### src/rtl/doorbell_pkg.sv
package doorbell_pkg;
  localparam int MSG_W     = 32;
  localparam int CLASS_W   = 5;
  localparam int CLASS_LSB = 27;
  localparam int BCAST_BIT = 26;
  localparam int PART_LSB  = 14;
  localparam int PART_MSB  = 25;
  localparam int TAG_W     = 14;

  typedef enum logic [CLASS_W-1:0] {
    CLS_NORM  = 5'd0,
    CLS_CRIT  = 5'd1,
    CLS_GNORM = 5'd2,
    CLS_GCRIT = 5'd3,
    CLS_GMCHK = 5'd4
  } db_class_e;

  typedef struct packed {
    logic             send;
    logic             clr;
    logic             norm;
    logic             crit;
    logic             bcast;
    logic [TAG_W-1:0] tag;
  } db_cmd_t;
endpackage

### src/rtl/db_decode.sv
module db_decode
  import doorbell_pkg::*;
(
  input  logic             clk_i,
  input  logic             rst_ni,
  input  logic             valid_i,
  input  logic             clr_i,
  input  logic             user_i,
  input  logic [MSG_W-1:0] word_i,
  output db_cmd_t          cmd_o,
  output logic             fault_o
);
  logic [CLASS_W-1:0] cls;
  logic               legal;
  logic               fault_q;
  logic               unused_part;

  assign cls         = word_i[CLASS_LSB +: CLASS_W];
  assign legal       = valid_i && !user_i;
  assign unused_part = ^word_i[PART_MSB:PART_LSB];

  always_comb begin
    cmd_o.send  = legal && !clr_i;
    cmd_o.clr   = legal && clr_i;
    // guest classes and unknown codes decode to no class at all
    cmd_o.norm  = (cls == CLS_NORM);
    cmd_o.crit  = (cls == CLS_CRIT);
    cmd_o.bcast = word_i[BCAST_BIT];
    cmd_o.tag   = word_i[TAG_W-1:0];
  end

  always_ff @(posedge clk_i or negedge rst_ni) begin
    if (!rst_ni) fault_q <= 1'b0;
    else         fault_q <= valid_i && user_i;
  end
  assign fault_o = fault_q;

  AST_USER_INERT: assert property (@(posedge clk_i) disable iff (!rst_ni)
    user_i |-> !cmd_o.send && !cmd_o.clr);
  AST_FAULT_PULSE: assert property (@(posedge clk_i) disable iff (!rst_ni)
    valid_i && user_i |=> fault_o);
  AST_NO_FAULT: assert property (@(posedge clk_i) disable iff (!rst_ni)
    !(valid_i && user_i) |=> !fault_o);
endmodule

### src/rtl/db_match.sv
module db_match
  import doorbell_pkg::*;
#(
  parameter int NUM_CORES = 4
) (
  input  db_cmd_t          cmd_i [NUM_CORES],
  input  logic [TAG_W-1:0] my_id_i,
  output logic             set_norm_o,
  output logic             set_crit_o
);
  logic [NUM_CORES-1:0] hit;
  logic [NUM_CORES-1:0] unused_clr;

  always_comb begin
    set_norm_o = 1'b0;
    set_crit_o = 1'b0;
    for (int s = 0; s < NUM_CORES; s++) begin
      hit[s]        = cmd_i[s].send && (cmd_i[s].bcast || cmd_i[s].tag == my_id_i);
      unused_clr[s] = cmd_i[s].clr;
      set_norm_o    = set_norm_o | (hit[s] && cmd_i[s].norm);
      set_crit_o    = set_crit_o | (hit[s] && cmd_i[s].crit);
    end
  end
endmodule

### src/rtl/db_pend_bit.sv
module db_pend_bit (
  input  logic clk_i,
  input  logic rst_ni,
  input  logic set_i,
  input  logic clr_i,
  input  logic ack_i,
  output logic pend_o
);
  logic pend_q;

  always_ff @(posedge clk_i or negedge rst_ni) begin
    if (!rst_ni)    pend_q <= 1'b0;
    else if (set_i) pend_q <= 1'b1;  // a new doorbell beats any drop
    else if (clr_i || ack_i) pend_q <= 1'b0;
  end
  assign pend_o = pend_q;

  AST_SET_WINS: assert property (@(posedge clk_i) disable iff (!rst_ni)
    set_i |=> pend_o);
  AST_DROP: assert property (@(posedge clk_i) disable iff (!rst_ni)
    !set_i && (clr_i || ack_i) |=> !pend_o);
  AST_HOLD: assert property (@(posedge clk_i) disable iff (!rst_ni)
    !set_i && !clr_i && !ack_i |=> pend_o == $past(pend_o));
endmodule

### src/rtl/doorbell_router.sv
module doorbell_router
  import doorbell_pkg::*;
#(
  parameter int NUM_CORES = 4
) (
  input  logic                       clk_i,
  input  logic                       rst_ni,
  input  logic [NUM_CORES-1:0]       cmd_valid_i,
  input  logic [NUM_CORES-1:0]       cmd_clr_i,
  input  logic [NUM_CORES-1:0]       cmd_user_i,
  input  logic [NUM_CORES*MSG_W-1:0] cmd_word_i,
  input  logic [NUM_CORES*TAG_W-1:0] core_id_i,
  input  logic [NUM_CORES-1:0]       ack_norm_i,
  input  logic [NUM_CORES-1:0]       ack_crit_i,
  output logic [NUM_CORES-1:0]       pend_norm_o,
  output logic [NUM_CORES-1:0]       pend_crit_o,
  output logic [NUM_CORES-1:0]       priv_fault_o
);
  db_cmd_t              cmd [NUM_CORES];
  logic [NUM_CORES-1:0] set_norm, set_crit;
  logic [NUM_CORES-1:0] clr_norm, clr_crit;

  for (genvar g = 0; g < NUM_CORES; g++) begin : g_core
    db_decode u_dec (
      .clk_i   (clk_i),
      .rst_ni  (rst_ni),
      .valid_i (cmd_valid_i[g]),
      .clr_i   (cmd_clr_i[g]),
      .user_i  (cmd_user_i[g]),
      .word_i  (cmd_word_i[g*MSG_W +: MSG_W]),
      .cmd_o   (cmd[g]),
      .fault_o (priv_fault_o[g])
    );

    db_match #(.NUM_CORES(NUM_CORES)) u_match (
      .cmd_i      (cmd),
      .my_id_i    (core_id_i[g*TAG_W +: TAG_W]),
      .set_norm_o (set_norm[g]),
      .set_crit_o (set_crit[g])
    );

    // clear acts on the issuing core only
    assign clr_norm[g] = cmd[g].clr && cmd[g].norm;
    assign clr_crit[g] = cmd[g].clr && cmd[g].crit;

    db_pend_bit u_norm (
      .clk_i  (clk_i),
      .rst_ni (rst_ni),
      .set_i  (set_norm[g]),
      .clr_i  (clr_norm[g]),
      .ack_i  (ack_norm_i[g]),
      .pend_o (pend_norm_o[g])
    );

    db_pend_bit u_crit (
      .clk_i  (clk_i),
      .rst_ni (rst_ni),
      .set_i  (set_crit[g]),
      .clr_i  (clr_crit[g]),
      .ack_i  (ack_crit_i[g]),
      .pend_o (pend_crit_o[g])
    );

    AST_BCAST_REACH: assert property (@(posedge clk_i) disable iff (!rst_ni)
      cmd_valid_i[g] && !cmd_clr_i[g] && !cmd_user_i[g] &&
      cmd_word_i[g*MSG_W+BCAST_BIT] &&
      cmd_word_i[g*MSG_W+CLASS_LSB +: CLASS_W] == CLS_CRIT
      |=> &pend_crit_o);
  end

  AST_NO_SPURIOUS: assert property (@(posedge clk_i) disable iff (!rst_ni)
    |((pend_norm_o | pend_crit_o) & ~$past(pend_norm_o | pend_crit_o))
    |-> $past(|(cmd_valid_i & ~cmd_user_i & ~cmd_clr_i)));
endmodule

### config.mk
export PLATFORM = sky130hd
export DESIGN_NAME = doorbell_router
export DESIGN_NICKNAME = d
export VERILOG_FILES = /design/src/rtl/doorbell_pkg.sv /design/src/rtl/db_decode.sv /design/src/rtl/db_match.sv /design/src/rtl/db_pend_bit.sv /design/src/rtl/doorbell_router.sv
export SDC_FILE = /design/constraint.sdc
export NUM_CORES = 1
export LEC_CHECK = 0
export BUFFER_PORTS_ARGS = -buffer_cell sky130_fd_sc_hd__buf_2
export CORE_MARGIN = 4
export CORE_UTILIZATION = 51
export CTS_CLUSTER_SIZE = 30
export DETAILED_ROUTE_END_ITERATION = 6
export PLACE_DENSITY = 0.9
export SETUP_SLACK_MARGIN = 0.02
export SLEW_MARGIN = 15
export SYNTH_ARGS = -nofsm -noshare
export SYNTH_HDL_FRONTEND = slang
export SYNTH_HIERARCHICAL = 1
export SYNTH_SLANG_ARGS = --single-unit
### constraint.sdc
create_clock -name clk_i -period 1.4 [get_ports clk_i]
set_input_delay 0 -clock clk_i [delete_from_list [all_inputs] [get_ports clk_i]]
set_output_delay 0 -clock clk_i [all_outputs]
set_load 0.1 [all_outputs]
==> run summary <==
The critical path runs through a total of 7 cells. In this run the vertical extent of the chip is 97.16 µm. Clock tree synthesis found a total of 12 sinks.

The later pin in the worst-skew pair is clocked with a latency of 0.25 ns. For the worst setup path, the data required time is 1.58 ns. The tools report the portion of total power attributed to the clock network as 0.147. The synthesized netlist occupies a cell area of 4054 µm². The run gives 0.07107 as the met3 track demand over resource. TritonCTS built the clock tree. The longest individual stage delay on the worst path was 0.55 ns.

After the flow finishes, the layout carries non-filler instances totaling 797. The net count of the mapped netlist is 726, and the post-synthesis area per instance is 7.796 µm². The total overflow left after global routing is 0. The total number of H-tree levels was 1; the fraction of layout cells with a size suffix above 1 was 0.3827. The category of the critical setup timing path was input pin to flip-flop. The total of endpoints with negative setup slack in the final report was 0.

The largest individual stage delay along the critical path comes from the cell sky130_fd_sc_hd__or4_4. Launching point of the worst reg2reg path: g_core[0].u_crit/pend_o$_DFFE_PN0P_. The final layout contains routed wiring with a total length of 15590 µm. After detailed placement, the design holds a cell count of 785. The source of the critical timing path is cmd_word_i[125].

The number of maximum-capacitance violations was 0; the number of vias after detailed routing was 4576. The sequential cell fraction of total power came out at 0.162. At the end of the flow, the number of nets in the layout was 903.

Walking the worst path, the cells encountered are buf_6, or4_4, nor2_4, nand4_1, o32ai_2, a211o_2, a21o_1. Count of buffers inserted at the top-level ports: 169. For the final estimated routing congestion in global placement, the log shows 1.028. The count of warnings emitted by yosys is 6.

The layer carrying the most global-route usage is met2. The filler cells instantiated in the layout total 627. The minimum hold slack came out at 0.006355 ns. The post-route clock period utilization was 0.9770; the worst hold path stage count was 2. The area of the core region came out at 7727 µm². The run finished with clean final reports.

TritonCTS created 3 clock buffers. The via count of the first global-routing pass is 4490. Final-report max-slew violation count: 0.

The tools report the count of pins on the block boundary as 218. The cell count after synthesis came out at 520. The logic gate share of total power came out at 0.691.

In the routed layout, each cell is associated on average with a via count of 5.742. The initial detailed-routing violation count is 416, and the global-route usage over all layers is 0.3091. The actual transition at the worst max-transition pin is 0.5985 ns, and the largest net degree at the start of global routing is 13. In this run the power spent charging and discharging nets is 1006 µW.

The HPWL after detailed placement is 13150 µm. For the initial core utilization, the log shows 0.5246. Die span in x: 97.16 µm. The first global-routing pass estimated 23670 µm of wire. Dividing total power by cell area gives a power density of 417.1 nW/µm². Static leakage: 0.002358 µW.

Clock-pin slew was measured on the worst setup and hold paths at 0.05 ns. The area growth from synthesis to layout is 31.51%. For the count of standard-cell rows, the log shows 32. The tools report the worst IR drop on VDD as 255.3 µV. The internal power of the cells totals 1217 µW. The combined buffer and inverter count along the critical path is 1, and the clock period minus final worst setup slack is 1.368 ns. The repair_antennas step left the layout with diodes totalling 0. In this run the most critical hold path is launched from cmd_user_i[0].

In the final timing run, aggregate negative setup slack is 0 ns. For this run, design rule violations remaining after detail routing come to 0. Once detail routing completed, the nets flagged for antenna violations numbered 0. The path type of the worst min-delay path was input pin to flip-flop. The logs give 2 for the largest buffer count on any clock path and 0.5027 for the met2 usage. In this run the worst path has a maximum fanout of 5. Static timing analysis puts the maximum clock frequency at 0.7311 GHz. The met1 track demand over resource is 0.4152, and the worst-case reg-to-reg path depth is 1. The tools report the arrival time of data at the critical path endpoint as 1.55 ns. The worst setup path is launched from an input pin. The die covers 9439 µm². The tools report the worst slew margin relative to its limit as 0.5973.

For this run, the detailed router's first-pass iteration total came to 5. The category of cells accounting for the largest share of critical-path delay was simple AND/OR/NAND/NOR gates. The nature of the critical path endpoint is a flip-flop. The post-detailed-route wirelength per cell came out at 19.56 µm. Setup repair after global routing could not meet its margin everywhere. The share of the core filled with cells was 0.6899. The number of endpoints with negative hold slack in the final report was 0; the flip-flop and latch count after synthesis was 12. The maximum clock skew at final layout is 0 ns. The clock root buffer master is sky130_fd_sc_hd__clkbuf_8. The switching share of power was 0.4526; the number of library cell types mapped by synthesis was 23. The share of the yosys chip area belonging to registers is 0.07407.

The initial antenna violation count is 0.
-- cells in the mapped netlist, drive strengths merged --
| cell | n | area (µm²) |
|---|---|---|
| xor2 | 120 | 1051 |
| xnor2 | 104 | 910.9 |
| buf | 60 | 450.4 |
| nand4 | 52 | 325.3 |
| nand3 | 36 | 180.2 |
| nor2 | 36 | 135.1 |
| nor4 | 24 | 150.1 |
| and2 | 12 | 75.07 |
| dfrtp | 12 | 300.3 |
| a21o | 8 | 60.06 |
| and4 | 8 | 70.07 |
| a211o | 4 | 40.04 |
| and3b | 4 | 35.03 |
| clkbuf | 4 | 20.02 |
| inv | 4 | 15.01 |
| nand2 | 4 | 15.01 |
| nor3b | 4 | 30.03 |
| o21ai | 4 | 20.02 |
| o22ai | 4 | 25.02 |
| o31ai | 4 | 30.03 |
| o32ai | 4 | 35.03 |
| or3b | 4 | 35.03 |
| or4 | 4 | 45.04 |
-- metal layers --
metal / up-vias / part of all wire
met1: 2111 / 0.41
met4: 0 / 0.022
met5: - / 0
li1: 2127 / -
met3: 33 / 0.11
met2: 305 / 0.46
-- sequential cells by signal, summed over array words and instances (netlist names) --
register / flops
g_core.u_norm/pend_o: 4
g_core.u_dec/fault_o: 4
g_core.u_crit/pend_o: 4
-- repair_timing --
action,4_1_cts,5_1_grt
hold buffers,2,0
cloned,0,0
hold endpoints to repair,13,0
setup buffers,1,6
pin swaps,4,14
gates resized for setup,4,17
endpoints found under the setup margin,8,8
-- cell usage in the layout, fill, tap and decap left out, types with 4 or more instances in the layout --
cell type | Yosys | final
sky130_fd_sc_hd__nand4_1 | 52 | 52
sky130_fd_sc_hd__a211o_2 | 4 | 4
sky130_fd_sc_hd__buf_12 | 0 | 6
sky130_fd_sc_hd__inv_1 | 4 | 4
sky130_fd_sc_hd__o22ai_1 | 4 | 4
sky130_fd_sc_hd__nor4_1 | 24 | 20
sky130_fd_sc_hd__nor2_1 | 36 | 28
sky130_fd_sc_hd__nor4_2 | 0 | 4
sky130_fd_sc_hd__dfrtp_1 | 12 | 12
sky130_fd_sc_hd__and4_1 | 8 | 8
sky130_fd_sc_hd__xor2_1 | 120 | 120
sky130_fd_sc_hd__a21o_1 | 8 | 8
sky130_fd_sc_hd__and2_1 | 12 | 12
sky130_fd_sc_hd__buf_2 | 0 | 168
sky130_fd_sc_hd__buf_4 | 60 | 56
sky130_fd_sc_hd__nand2_1 | 4 | 4
sky130_fd_sc_hd__or3b_1 | 4 | 4
sky130_fd_sc_hd__and3b_1 | 4 | 4
sky130_fd_sc_hd__or4_4 | 4 | 4
sky130_fd_sc_hd__nand3_1 | 36 | 35
sky130_fd_sc_hd__xnor2_1 | 104 | 104
sky130_fd_sc_hd__nor2_4 | 0 | 7
-- metrics by stage --
step	setup slack, ns	instance area, µm²	total power (µW)
after floorplan	0.01912	4104	1289
after global placement	-0.2770	5080	1794
after detailed placement	-0.2987	5080	1821
after CTS	0.02720	5187	2162
after global routing	-0.05906	5331	2349
final	0.03214	5331	2224
-- power by group through the flow --
stage / Sequential, µW / Combinational [µW] / Clock, µW
detailed placement: 366 / 1460 / 0
global placement: 365 / 1430 / 0
CTS: 360 / 1470 / 329
global route: 361 / 1630 / 355
floorplan: 436 / 853 / 0
finish: 360 / 1540 / 327
-- cells by family after synthesis --
group | share of synthesized area
buffers and inverters | 0.1198
AOI/OAI and AO/OA | 0.05185
DFF | 0.07407
and+or+nand+nor | 0.2704
xor gates and xnor gates | 0.4840
-- final cells by class --
cell class	instances	area, µm²	share of cell area
multi-input combinational	440	3413	0.6402
timing repair buffer	236	1434	0.2690
sequential	12	300.3	0.05632
tap	102	127.6	0.02394
clock buffer	3	41.29	0.007745
inverter	4	15.01	0.002816
-- final timing paths --
check                                                           end  slack [ns]
worst max-delay path            g_core[1].u_norm/pend_o$_DFFE_PN0P_        0.03
worst min-delay path              g_core[0].u_dec/fault_o$_DFF_PN0_       0.006
worst max register to register  g_core[0].u_crit/pend_o$_DFFE_PN0P_        0.74
worst min register to register  g_core[2].u_crit/pend_o$_DFFE_PN0P_        0.48
max in group asynchronous       g_core[1].u_norm/pend_o$_DFFE_PN0P_        1.00
min in group asynchronous         g_core[1].u_dec/fault_o$_DFF_PN0_        0.17
Power figures use the tool's default switching activity.
